File: config.mk
export PLATFORM = sky130hd
export DESIGN_NAME = ser_cmd_rx
export DESIGN_NICKNAME = d
export VERILOG_FILES = /design/src/rtl/cmdrx_pkg.sv /design/src/rtl/cmdrx_sync.sv /design/src/rtl/cmdrx_ctrl.sv /design/src/rtl/cmdrx_datapath.sv /design/src/rtl/ser_cmd_rx.sv
export SDC_FILE = /design/constraint.sdc
export NUM_CORES = 1
export LEC_CHECK = 0
export ABC_AREA = 1
export BUFFER_PORTS_ARGS = -buffer_cell sky130_fd_sc_hd__buf_4
export CAP_MARGIN = 20
export CORE_ASPECT_RATIO = 0.5
export CORE_MARGIN = 2
export CORE_UTILIZATION = 34
export DETAILED_ROUTE_END_ITERATION = 12
export PLACE_DENSITY = 0.54
export SLEW_MARGIN = 0
export SYNTH_ARGS = -nofsm -noshare
export SYNTH_HDL_FRONTEND = slang
export SYNTH_SLANG_ARGS = --single-unit
File: constraint.sdc
create_clock -name clk -period 2.1 [get_ports clk]
set_input_delay 0.21 -clock clk [delete_from_list [all_inputs] [get_ports clk]]
set_output_delay 0.21 -clock clk [all_outputs]
set_load 0.03 [all_outputs]
File: src/rtl/cmdrx_pkg.sv
package cmdrx_pkg;

  typedef enum logic [1:0] {
    SPIN_OFF   = 2'd0,
    SPIN_SMALL = 2'd1,
    SPIN_LARGE = 2'd2
  } spindle_e;

  localparam logic [7:0] CODE_RESET      = 8'h00;
  localparam logic [7:0] CODE_FOCUS_SRCH = 8'h01;
  localparam logic [7:0] CODE_FADJ_START = 8'h02;
  localparam logic [7:0] CODE_FADJ_STOP  = 8'h03;
  localparam logic [7:0] CODE_TADJ_START = 8'h04;
  localparam logic [7:0] CODE_TADJ_STOP  = 8'h05;
  localparam logic [7:0] CODE_LAS1_SRV1  = 8'h06;
  localparam logic [7:0] CODE_LAS0_SRV1  = 8'h07;
  localparam logic [7:0] CODE_LAS0_SRV0  = 8'h08;
  localparam logic [7:0] CODE_SPIN_SMALL = 8'h09;
  localparam logic [7:0] CODE_SPIN_LARGE = 8'h0A;
  localparam logic [7:0] CODE_SPIN_OFF   = 8'h0B;
  localparam logic [7:0] CODE_SLED_ON    = 8'h0C;
  localparam logic [7:0] CODE_SLED_OFF   = 8'h0D;
  localparam logic [7:0] CODE_BAL_START  = 8'h0E;
  localparam logic [7:0] CODE_TRK_OFF    = 8'h0F;
  localparam logic [7:0] CODE_TRK_ON     = 8'h10;
  localparam logic [7:0] CODE_NOP        = 8'hFE;

  typedef struct packed {
    logic     rst;
    logic     focusStart;
    logic     balStart;
    logic     focAdjOn;
    logic     focAdjOff;
    logic     trkAdjOn;
    logic     trkAdjOff;
    logic     servoWr;
    logic     laserVal;
    logic     focServoVal;
    logic     spinWr;
    spindle_e spinVal;
    logic     sledWr;
    logic     sledVal;
    logic     trkWr;
    logic     trkVal;
  } cmdStrobes_t;

endpackage

File: src/rtl/cmdrx_sync.sv
module cmdrx_sync #(
  parameter int N      = 4,
  parameter int STAGES = 2
) (
  input  logic         clk,
  input  logic         rstN,
  input  logic [N-1:0] asyncIn,
  output logic [N-1:0] level
);
  logic [STAGES-1:0][N-1:0] pipe;

  always_ff @(posedge clk or negedge rstN) begin
    if (!rstN) begin
      pipe <= '0;
    end else begin
      pipe[0] <= asyncIn;
      for (int s = 1; s < STAGES; s++) pipe[s] <= pipe[s-1];
    end
  end

  assign level = pipe[STAGES-1];

  initial begin
    assert (STAGES >= 2) else $error("cmdrx_sync needs at least two stages");
  end
endmodule

File: src/rtl/cmdrx_ctrl.sv
module cmdrx_ctrl
  import cmdrx_pkg::*;
#(
  parameter int CMD_W       = 8,
  parameter int SYNC_STAGES = 2
) (
  input  logic        clk,
  input  logic        rstN,
  input  logic        serEn,
  input  logic        serClk,
  input  logic        serData,
  input  logic        refClk,
  output cmdStrobes_t strobes,
  output logic        tick
);
  localparam int N_SYNC = 4;

  logic [N_SYNC-1:0] syncLvl;
  logic enLvl, clkLvl, dataLvl, refLvl;
  logic enPrev, clkPrev, refPrev;
  logic enFall, clkRise, refRise;
  logic [CMD_W-1:0] shiftReg, heldCmd;
  logic pend, apply;

  cmdrx_sync #(.N(N_SYNC), .STAGES(SYNC_STAGES)) u_sync (
    .clk(clk), .rstN(rstN),
    .asyncIn({refClk, serData, serClk, serEn}),
    .level(syncLvl)
  );

  assign enLvl   = syncLvl[0];
  assign clkLvl  = syncLvl[1];
  assign dataLvl = syncLvl[2];
  assign refLvl  = syncLvl[3];

  always_ff @(posedge clk or negedge rstN) begin
    if (!rstN) begin
      enPrev  <= 1'b0;
      clkPrev <= 1'b0;
      refPrev <= 1'b0;
    end else begin
      enPrev  <= enLvl;
      clkPrev <= clkLvl;
      refPrev <= refLvl;
    end
  end

  assign enFall  = enPrev & ~enLvl;
  assign clkRise = clkLvl & ~clkPrev;
  assign refRise = refLvl & ~refPrev;
  assign tick    = refRise;

  // shift register, LSB first: newest bit enters at the top
  always_ff @(posedge clk or negedge rstN) begin
    if (!rstN) begin
      shiftReg <= '0;
    end else if (enLvl && clkRise) begin
      shiftReg <= {dataLvl, shiftReg[CMD_W-1:1]};
    end
  end

  // capture on enable fall, run on the next reference rise
  always_ff @(posedge clk or negedge rstN) begin
    if (!rstN) begin
      heldCmd <= '0;
      pend    <= 1'b0;
    end else if (enFall) begin
      heldCmd <= shiftReg;
      pend    <= 1'b1;
    end else if (pend && refRise) begin
      pend    <= 1'b0;
    end
  end

  assign apply = pend && refRise && !enFall;

  always_comb begin
    strobes = '0;
    if (apply) begin
      case (heldCmd)
        CMD_W'(CODE_RESET):      strobes.rst        = 1'b1;
        CMD_W'(CODE_FOCUS_SRCH): strobes.focusStart = 1'b1;
        CMD_W'(CODE_BAL_START):  strobes.balStart   = 1'b1;
        CMD_W'(CODE_FADJ_START): strobes.focAdjOn   = 1'b1;
        CMD_W'(CODE_FADJ_STOP):  strobes.focAdjOff  = 1'b1;
        CMD_W'(CODE_TADJ_START): strobes.trkAdjOn   = 1'b1;
        CMD_W'(CODE_TADJ_STOP):  strobes.trkAdjOff  = 1'b1;
        CMD_W'(CODE_LAS1_SRV1): begin
          strobes.servoWr     = 1'b1;
          strobes.laserVal    = 1'b1;
          strobes.focServoVal = 1'b1;
        end
        CMD_W'(CODE_LAS0_SRV1): begin
          strobes.servoWr     = 1'b1;
          strobes.focServoVal = 1'b1;
        end
        CMD_W'(CODE_LAS0_SRV0):  strobes.servoWr = 1'b1;
        CMD_W'(CODE_SPIN_SMALL): begin
          strobes.spinWr  = 1'b1;
          strobes.spinVal = SPIN_SMALL;
        end
        CMD_W'(CODE_SPIN_LARGE): begin
          strobes.spinWr  = 1'b1;
          strobes.spinVal = SPIN_LARGE;
        end
        CMD_W'(CODE_SPIN_OFF):   strobes.spinWr = 1'b1;
        CMD_W'(CODE_SLED_ON): begin
          strobes.sledWr  = 1'b1;
          strobes.sledVal = 1'b1;
        end
        CMD_W'(CODE_SLED_OFF):   strobes.sledWr = 1'b1;
        CMD_W'(CODE_TRK_ON): begin
          strobes.trkWr  = 1'b1;
          strobes.trkVal = 1'b1;
        end
        CMD_W'(CODE_TRK_OFF):    strobes.trkWr = 1'b1;
        default: ;  // no-op code and unknown codes do nothing
      endcase
    end
  end

  // with the enable low the command register holds its value
  assert_idle_shift_R13: assert property (@(posedge clk) disable iff (!rstN)
    !enLvl |=> $stable(shiftReg));

  // at most one action is decoded per cycle
  assert_single_action_R7: assert property (@(posedge clk) disable iff (!rstN)
    $onehot0({strobes.rst, strobes.focusStart, strobes.balStart, strobes.focAdjOn,
              strobes.focAdjOff, strobes.trkAdjOn, strobes.trkAdjOff, strobes.servoWr,
              strobes.spinWr, strobes.sledWr, strobes.trkWr}));
endmodule

File: src/rtl/cmdrx_datapath.sv
module cmdrx_datapath
  import cmdrx_pkg::*;
#(
  parameter int HOLD_TICKS = 520
) (
  input  logic        clk,
  input  logic        rstN,
  input  cmdStrobes_t strobes,
  input  logic        tick,
  output logic        laserOn,
  output logic        focusServoOn,
  output spindle_e    spindleMode,
  output logic        sledOn,
  output logic        trackServoOn,
  output logic [1:0]  adjActive,
  output logic [1:0]  adjStartPulse,
  output logic [1:0]  adjStopPulse,
  output logic        resetPulse,
  output logic        focusSearchPulse,
  output logic        balanceStartPulse
);
  localparam int N_ADJ = 2;
  localparam int CNT_W = $clog2(HOLD_TICKS + 1);

  logic [N_ADJ-1:0] startReq, stopReq;
  assign startReq = {strobes.trkAdjOn,  strobes.focAdjOn};
  assign stopReq  = {strobes.trkAdjOff, strobes.focAdjOff};

  always_ff @(posedge clk or negedge rstN) begin
    if (!rstN) begin
      laserOn           <= 1'b0;
      focusServoOn      <= 1'b0;
      spindleMode       <= SPIN_OFF;
      sledOn            <= 1'b0;
      trackServoOn      <= 1'b0;
      resetPulse        <= 1'b0;
      focusSearchPulse  <= 1'b0;
      balanceStartPulse <= 1'b0;
    end else begin
      resetPulse        <= strobes.rst;
      focusSearchPulse  <= strobes.focusStart;
      balanceStartPulse <= strobes.balStart;
      if (strobes.rst) begin
        laserOn      <= 1'b0;
        focusServoOn <= 1'b0;
        spindleMode  <= SPIN_OFF;
        sledOn       <= 1'b0;
        trackServoOn <= 1'b0;
      end else begin
        if (strobes.servoWr) begin
          laserOn      <= strobes.laserVal;
          focusServoOn <= strobes.focServoVal;
        end
        if (strobes.spinWr) spindleMode  <= strobes.spinVal;
        if (strobes.sledWr) sledOn       <= strobes.sledVal;
        if (strobes.trkWr)  trackServoOn <= strobes.trkVal;
      end
    end
  end

  for (genvar ch = 0; ch < N_ADJ; ch++) begin : g_adj
    logic [CNT_W-1:0] holdCnt;
    logic             waitStart;

    always_ff @(posedge clk or negedge rstN) begin
      if (!rstN) begin
        holdCnt           <= CNT_W'(HOLD_TICKS);
        waitStart         <= 1'b0;
        adjActive[ch]     <= 1'b0;
        adjStartPulse[ch] <= 1'b0;
        adjStopPulse[ch]  <= 1'b0;
      end else begin
        adjStartPulse[ch] <= 1'b0;
        adjStopPulse[ch]  <= 1'b0;
        if (strobes.rst) begin
          holdCnt       <= CNT_W'(HOLD_TICKS);
          waitStart     <= 1'b0;
          adjActive[ch] <= 1'b0;
        end else if (stopReq[ch]) begin
          holdCnt          <= CNT_W'(HOLD_TICKS);
          waitStart        <= 1'b0;
          adjActive[ch]    <= 1'b0;
          adjStopPulse[ch] <= 1'b1;
        end else begin
          if (tick && holdCnt != '0) holdCnt <= holdCnt - CNT_W'(1);
          if (startReq[ch]) begin
            if (holdCnt == '0) begin
              adjActive[ch]     <= 1'b1;
              adjStartPulse[ch] <= 1'b1;
            end else begin
              waitStart <= 1'b1;
            end
          end else if (waitStart && holdCnt == '0) begin
            waitStart         <= 1'b0;
            adjActive[ch]     <= 1'b1;
            adjStartPulse[ch] <= 1'b1;
          end
        end
      end
    end

    // an adjustment never begins while its hold-off is still counting
    assert_holdoff_R12: assert property (@(posedge clk) disable iff (!rstN)
      adjStartPulse[ch] |-> holdCnt == '0);

    // a start strobe lasts one cycle
    assert_start_width_R11: assert property (@(posedge clk) disable iff (!rstN)
      adjStartPulse[ch] |=> !adjStartPulse[ch]);
  end

  // reset command leaves every mode cleared
  assert_reset_clears_R9: assert property (@(posedge clk) disable iff (!rstN)
    strobes.rst |=> (!laserOn && !focusServoOn && spindleMode == SPIN_OFF &&
                     !sledOn && !trackServoOn && adjActive == '0));

  // strobes are single-cycle
  assert_pulse_width_R7: assert property (@(posedge clk) disable iff (!rstN)
    (focusSearchPulse || balanceStartPulse) |=> !(focusSearchPulse || balanceStartPulse));

  // the laser mode moves only on a servo write or a reset command
  assert_laser_stable_R10: assert property (@(posedge clk) disable iff (!rstN)
    !$stable(laserOn) |-> $past(strobes.servoWr || strobes.rst));
endmodule

File: src/rtl/ser_cmd_rx.sv
module ser_cmd_rx
  import cmdrx_pkg::*;
#(
  parameter int CMD_W       = 8,
  parameter int SYNC_STAGES = 2,
  parameter int HOLD_TICKS  = 520
) (
  input  logic       clk,
  input  logic       rstN,
  input  logic       serEn,
  input  logic       serClk,
  input  logic       serData,
  input  logic       refClk,
  output logic       laserOn,
  output logic       focusServoOn,
  output logic [1:0] spindleMode,
  output logic       sledOn,
  output logic       trackServoOn,
  output logic       focusAdjActive,
  output logic       trackAdjActive,
  output logic       resetPulse,
  output logic       focusSearchPulse,
  output logic       balanceStartPulse,
  output logic       focusAdjStartPulse,
  output logic       focusAdjStopPulse,
  output logic       trackAdjStartPulse,
  output logic       trackAdjStopPulse
);
  cmdStrobes_t strobes;
  logic        tick;
  spindle_e    spinState;
  logic [1:0]  adjActive, adjStartPulse, adjStopPulse;

  cmdrx_ctrl #(.CMD_W(CMD_W), .SYNC_STAGES(SYNC_STAGES)) u_ctrl (
    .clk(clk), .rstN(rstN),
    .serEn(serEn), .serClk(serClk), .serData(serData), .refClk(refClk),
    .strobes(strobes), .tick(tick)
  );

  cmdrx_datapath #(.HOLD_TICKS(HOLD_TICKS)) u_dp (
    .clk(clk), .rstN(rstN),
    .strobes(strobes), .tick(tick),
    .laserOn(laserOn), .focusServoOn(focusServoOn), .spindleMode(spinState),
    .sledOn(sledOn), .trackServoOn(trackServoOn),
    .adjActive(adjActive), .adjStartPulse(adjStartPulse), .adjStopPulse(adjStopPulse),
    .resetPulse(resetPulse), .focusSearchPulse(focusSearchPulse),
    .balanceStartPulse(balanceStartPulse)
  );

  assign spindleMode        = spinState;
  assign focusAdjActive     = adjActive[0];
  assign trackAdjActive     = adjActive[1];
  assign focusAdjStartPulse = adjStartPulse[0];
  assign trackAdjStartPulse = adjStartPulse[1];
  assign focusAdjStopPulse  = adjStopPulse[0];
  assign trackAdjStopPulse  = adjStopPulse[1];
endmodule

==> impl_metrics.ini <==
[outcome]
status = finished with violations
violations = hold timing

[clock_tree]
cts_root_buf = clkbuf_16
cts_max_level = 3
clk_latency_ns = 0.33
cts.sinks = 65
clk_path_buf_depth = 2
cts_made_buffers = 9
cts_tree = done
cts_resized = 0
clkTransAtPathRegs_ns = 0.06

[synth]
synth-main-ff-cell = dfrtp_1
synth_area_um2 = 3160
yosysTopAreaCellShare_pct = 48.4
synth-seq-cells = 65
synthCells = 394
synth_top_area_cell = dfrtp_1
async_reset_ff_share_pct = 100
synth_area_per_cell_um2 = 8.01
synth_area_leaders = dfrtp_1 48%, nand2_1 13%, nand3_1 6.5%
seq_area_frac_synth_pct = 51.7
synth_warnings = 0
synth_edf_count = 0
yosysMostFrequentCell = nand2_1
synth_top_cells_by_count = 106 x nand2_1, 61 x dfrtp_1, 52 x inv_1
yosysUniqueCellTypes = 26
synth_nets = 402

[route]
antenna_left = 0
via_count = 2466
first_pass_iters = 4
drc = 0
drt_wl_total_um = 6360
via_per_inst = 4.51
wl_per_cell_um = 11.6
drt-initial-drc-count = 179

[power_and_ir_drop]
leakage_nw = 1.95
p_sw_share_pct = 33.6
p_int_mw = 3.09
clkPwrFrac_pct = 36.7
combPwrFrac_pct = 25.2
ir_drop_mv = 0.517
seqPwrFrac_pct = 38.1
p_sw_mw = 1.56
total_power_mw = 4.65
power.density_nw_per_um2 = 1220

[final_layout]
drive_gt1_share_pct = 16.7
final_cells = 547
final_nets = 433
fin_area_um2 = 3810
diodes = 0
areaGrowthSynthToFinish_pct = 20.6
n_fill_cell = 882

[worst_setup_path]
cp-start-kind = flop
timing.rr.start = u_ctrl.refPrev$_DFF_PN0_
crit_fanout = 14
endpoint_kind = flop
critical_path_arrival_ns = 1.88
r2r_cells = 8
critPathKind = reg2reg
worst-r2r-setup-slack_ns = 0.44
required_ns = 2.32
rr_endpoint = u_dp.g_adj[0].holdCnt[1]$_DFFE_PN0P_

[run]
max_cap_viol_count = 0

[global_route]
grt_pass1_wl_um = 10900
overflow = 0
busiest_layer = met2
grt_use_met1_pct = 18.9
use_met3_pct = 4.95
grt_pass1_vias = 2317
track_usage_pct = 13.7
grtUsageMet2_pct = 20.4
grt_max_degree = 66
antenna_found_initial = 0

[placed_design]
io_buffers = 20
dpl.hpwl_um = 4420
gp_congestion = 0.835
dpl.cell_count = 527
dpl_cell_area_um2 = 3420

[sta]
clock_skew_ns = 0.00461
max_freq_mhz = 601
setup_violations = 0
rsz0062_at_grt = no
finalHoldViolCount = 23
fin_hold_ws_ns = -0.0235
slew_headroom_pct = 44.6
report.final.slew_viol_count = 0
min_period_ns = 1.66
setup_tns_ns = 0
tightest_slew_ns = 0.831
finalCritPeriodShare_pct = 79.3

[die]
start_util_pct = 35.6
io_pins = 21
num_rows = 24
core_area_um2 = 8860
die_width_um = 140
die_y_um = 72.1
dieArea_um2 = 10100

[min_path]
hp-class = in2async
## cell type report
type | count | area (um2) | share of cell area, %
tap | 117 | 146 | 3.85
sequential | 65 | 1630 | 42.9
inverter | 60 | 225 | 5.92
multi-input combinational | 263 | 1250 | 32.9
timing repair buffer | 26 | 205 | 5.39
clock inverter | 7 | 119 | 3.12
clock buffer | 9 | 225 | 5.92
## metal layers
metal  share of wire (%)  wire length (um)  up-vias
li1                    -                 -     1307
met1                  53              3360     1128
met2                  43              2730       27
met3                 3.6               227        4
met4                0.64                41        0
met5                   0                 0        -
## kinds of logic (layout without fill, tap and decap cells)
kind of cell | after synthesis | count (layout) | synth area share, %
buffers and inverters | 66 | 102 | 8.60
AOI/OAI and AO/OA | 29 | 29 | 4.84
xor gates and xnor gates | 2 | 2 | 0.555
and+or+nand+nor | 230 | 230 | 33.5
adders and majority gates | 2 | 2 | 0.793
DFF | 65 | 65 | 51.7
## worst max path at each step
stage | startpoint | endpoint | slack [ns] | cells after the start
after detailed placement | u_ctrl.refPrev$_DFF_PN0_ | u_dp.g_adj[0].holdCnt[4]$_DFFE_PN0P_ | 0.45 | 8
after global placement | u_ctrl.refPrev$_DFF_PN0_ | u_dp.g_adj[0].holdCnt[4]$_DFFE_PN0P_ | 0.52 | 8
after floorplan | u_dp.g_adj[0].holdCnt[0]$_DFFE_PN0P_ | u_dp.g_adj[0].holdCnt[0]$_DFFE_PN0P_ | 0.79 | 9
after global routing | u_ctrl.refPrev$_DFF_PN0_ | u_dp.g_adj[0].holdCnt[4]$_DFFE_PN0P_ | 0.33 | 8
after CTS | u_ctrl.refPrev$_DFF_PN0_ | u_dp.g_adj[0].holdCnt[4]$_DFFE_PN0P_ | 0.44 | 8
final | u_ctrl.refPrev$_DFF_PN0_ | u_dp.g_adj[0].holdCnt[1]$_DFFE_PN0P_ | 0.44 | 8
## stage by stage
stage                     util [%]  setup WS [ns]
after global placement        38.6          0.519
after detailed placement      38.6          0.448
after global routing          43.0          0.329
final                         43.0          0.436
after CTS                     43.0          0.436
after floorplan                  -          0.791
## what timing repair did
item | 4_1_cts | 5_1_grt
endpoints found under the hold margin | 4 | 0
setup buffers | 0 | 0
hold buffers | 4 | 0
## registers in the layout (all words and copies together), names as in the netlist
| register | flops |
|---|---|
| u_dp.trackServoOn | 1 |
| u_dp.focusServoOn | 1 |
| u_dp.sledOn | 1 |
| u_ctrl.heldCmd | 8 |
| u_dp.adjActive | 2 |
| u_dp.g_adj.holdCnt | 20 |
| u_ctrl.refPrev | 1 |
| u_dp.focusSearchPulse | 1 |
| u_ctrl.pend | 1 |
| u_dp.spindleMode | 2 |
| u_dp.adjStartPulse | 2 |
| u_ctrl.u_sync.pipe | 4 |
| u_dp.adjStopPulse | 2 |
| u_ctrl.enPrev | 1 |
| u_ctrl.clkPrev | 1 |
| u_dp.laserOn | 1 |
| u_ctrl.shiftReg | 8 |
| u_dp.g_adj.waitStart | 2 |
| u_dp.balanceStartPulse | 1 |
| u_ctrl.u_sync.level | 4 |
| u_dp.resetPulse | 1 |
## cells in the final DEF, fill, tap and decap left out, drive strengths merged, types with 2 or more instances in the layout
cell         Yosys  layout
a21oi            8       8
buf              4      22
bufinv           0       3
clkbuf           2       9
clkinv           0       2
clkinvlp         0       2
dfrtp           61      61
dfstp            4       4
dlygate4sd3      0       4
ha               2       2
inv             60      60
nand2          112     112
nand3           42      42
nand4           13      13
nor2            56      56
nor3             5       5
o21ai           20      20
xor2             2       2
## power by group through the flow
stage               Sequential [mW]  Clock [mW]  Combinational [mW]
global placement               1.79           0                1.16
floorplan                      1.73           0               0.935
detailed placement             1.79           0                1.16
global route                   1.81        1.82                1.37
CTS                            1.77        1.76                1.17
finish                         1.77        1.71                1.17
## worst max-delay path, cell delays in order, from the launching register on
cell and delay [ns]:
dfrtp_1 0.40, inv_1 0.06, nand3_1 0.10, nor2_4 0.29
nand2_2 0.28, nand2_2 0.23, nor2_1 0.08, nand2_1 0.06
nand2_1 0.05
No activity file was read; power rests on OpenSTA's default activity.
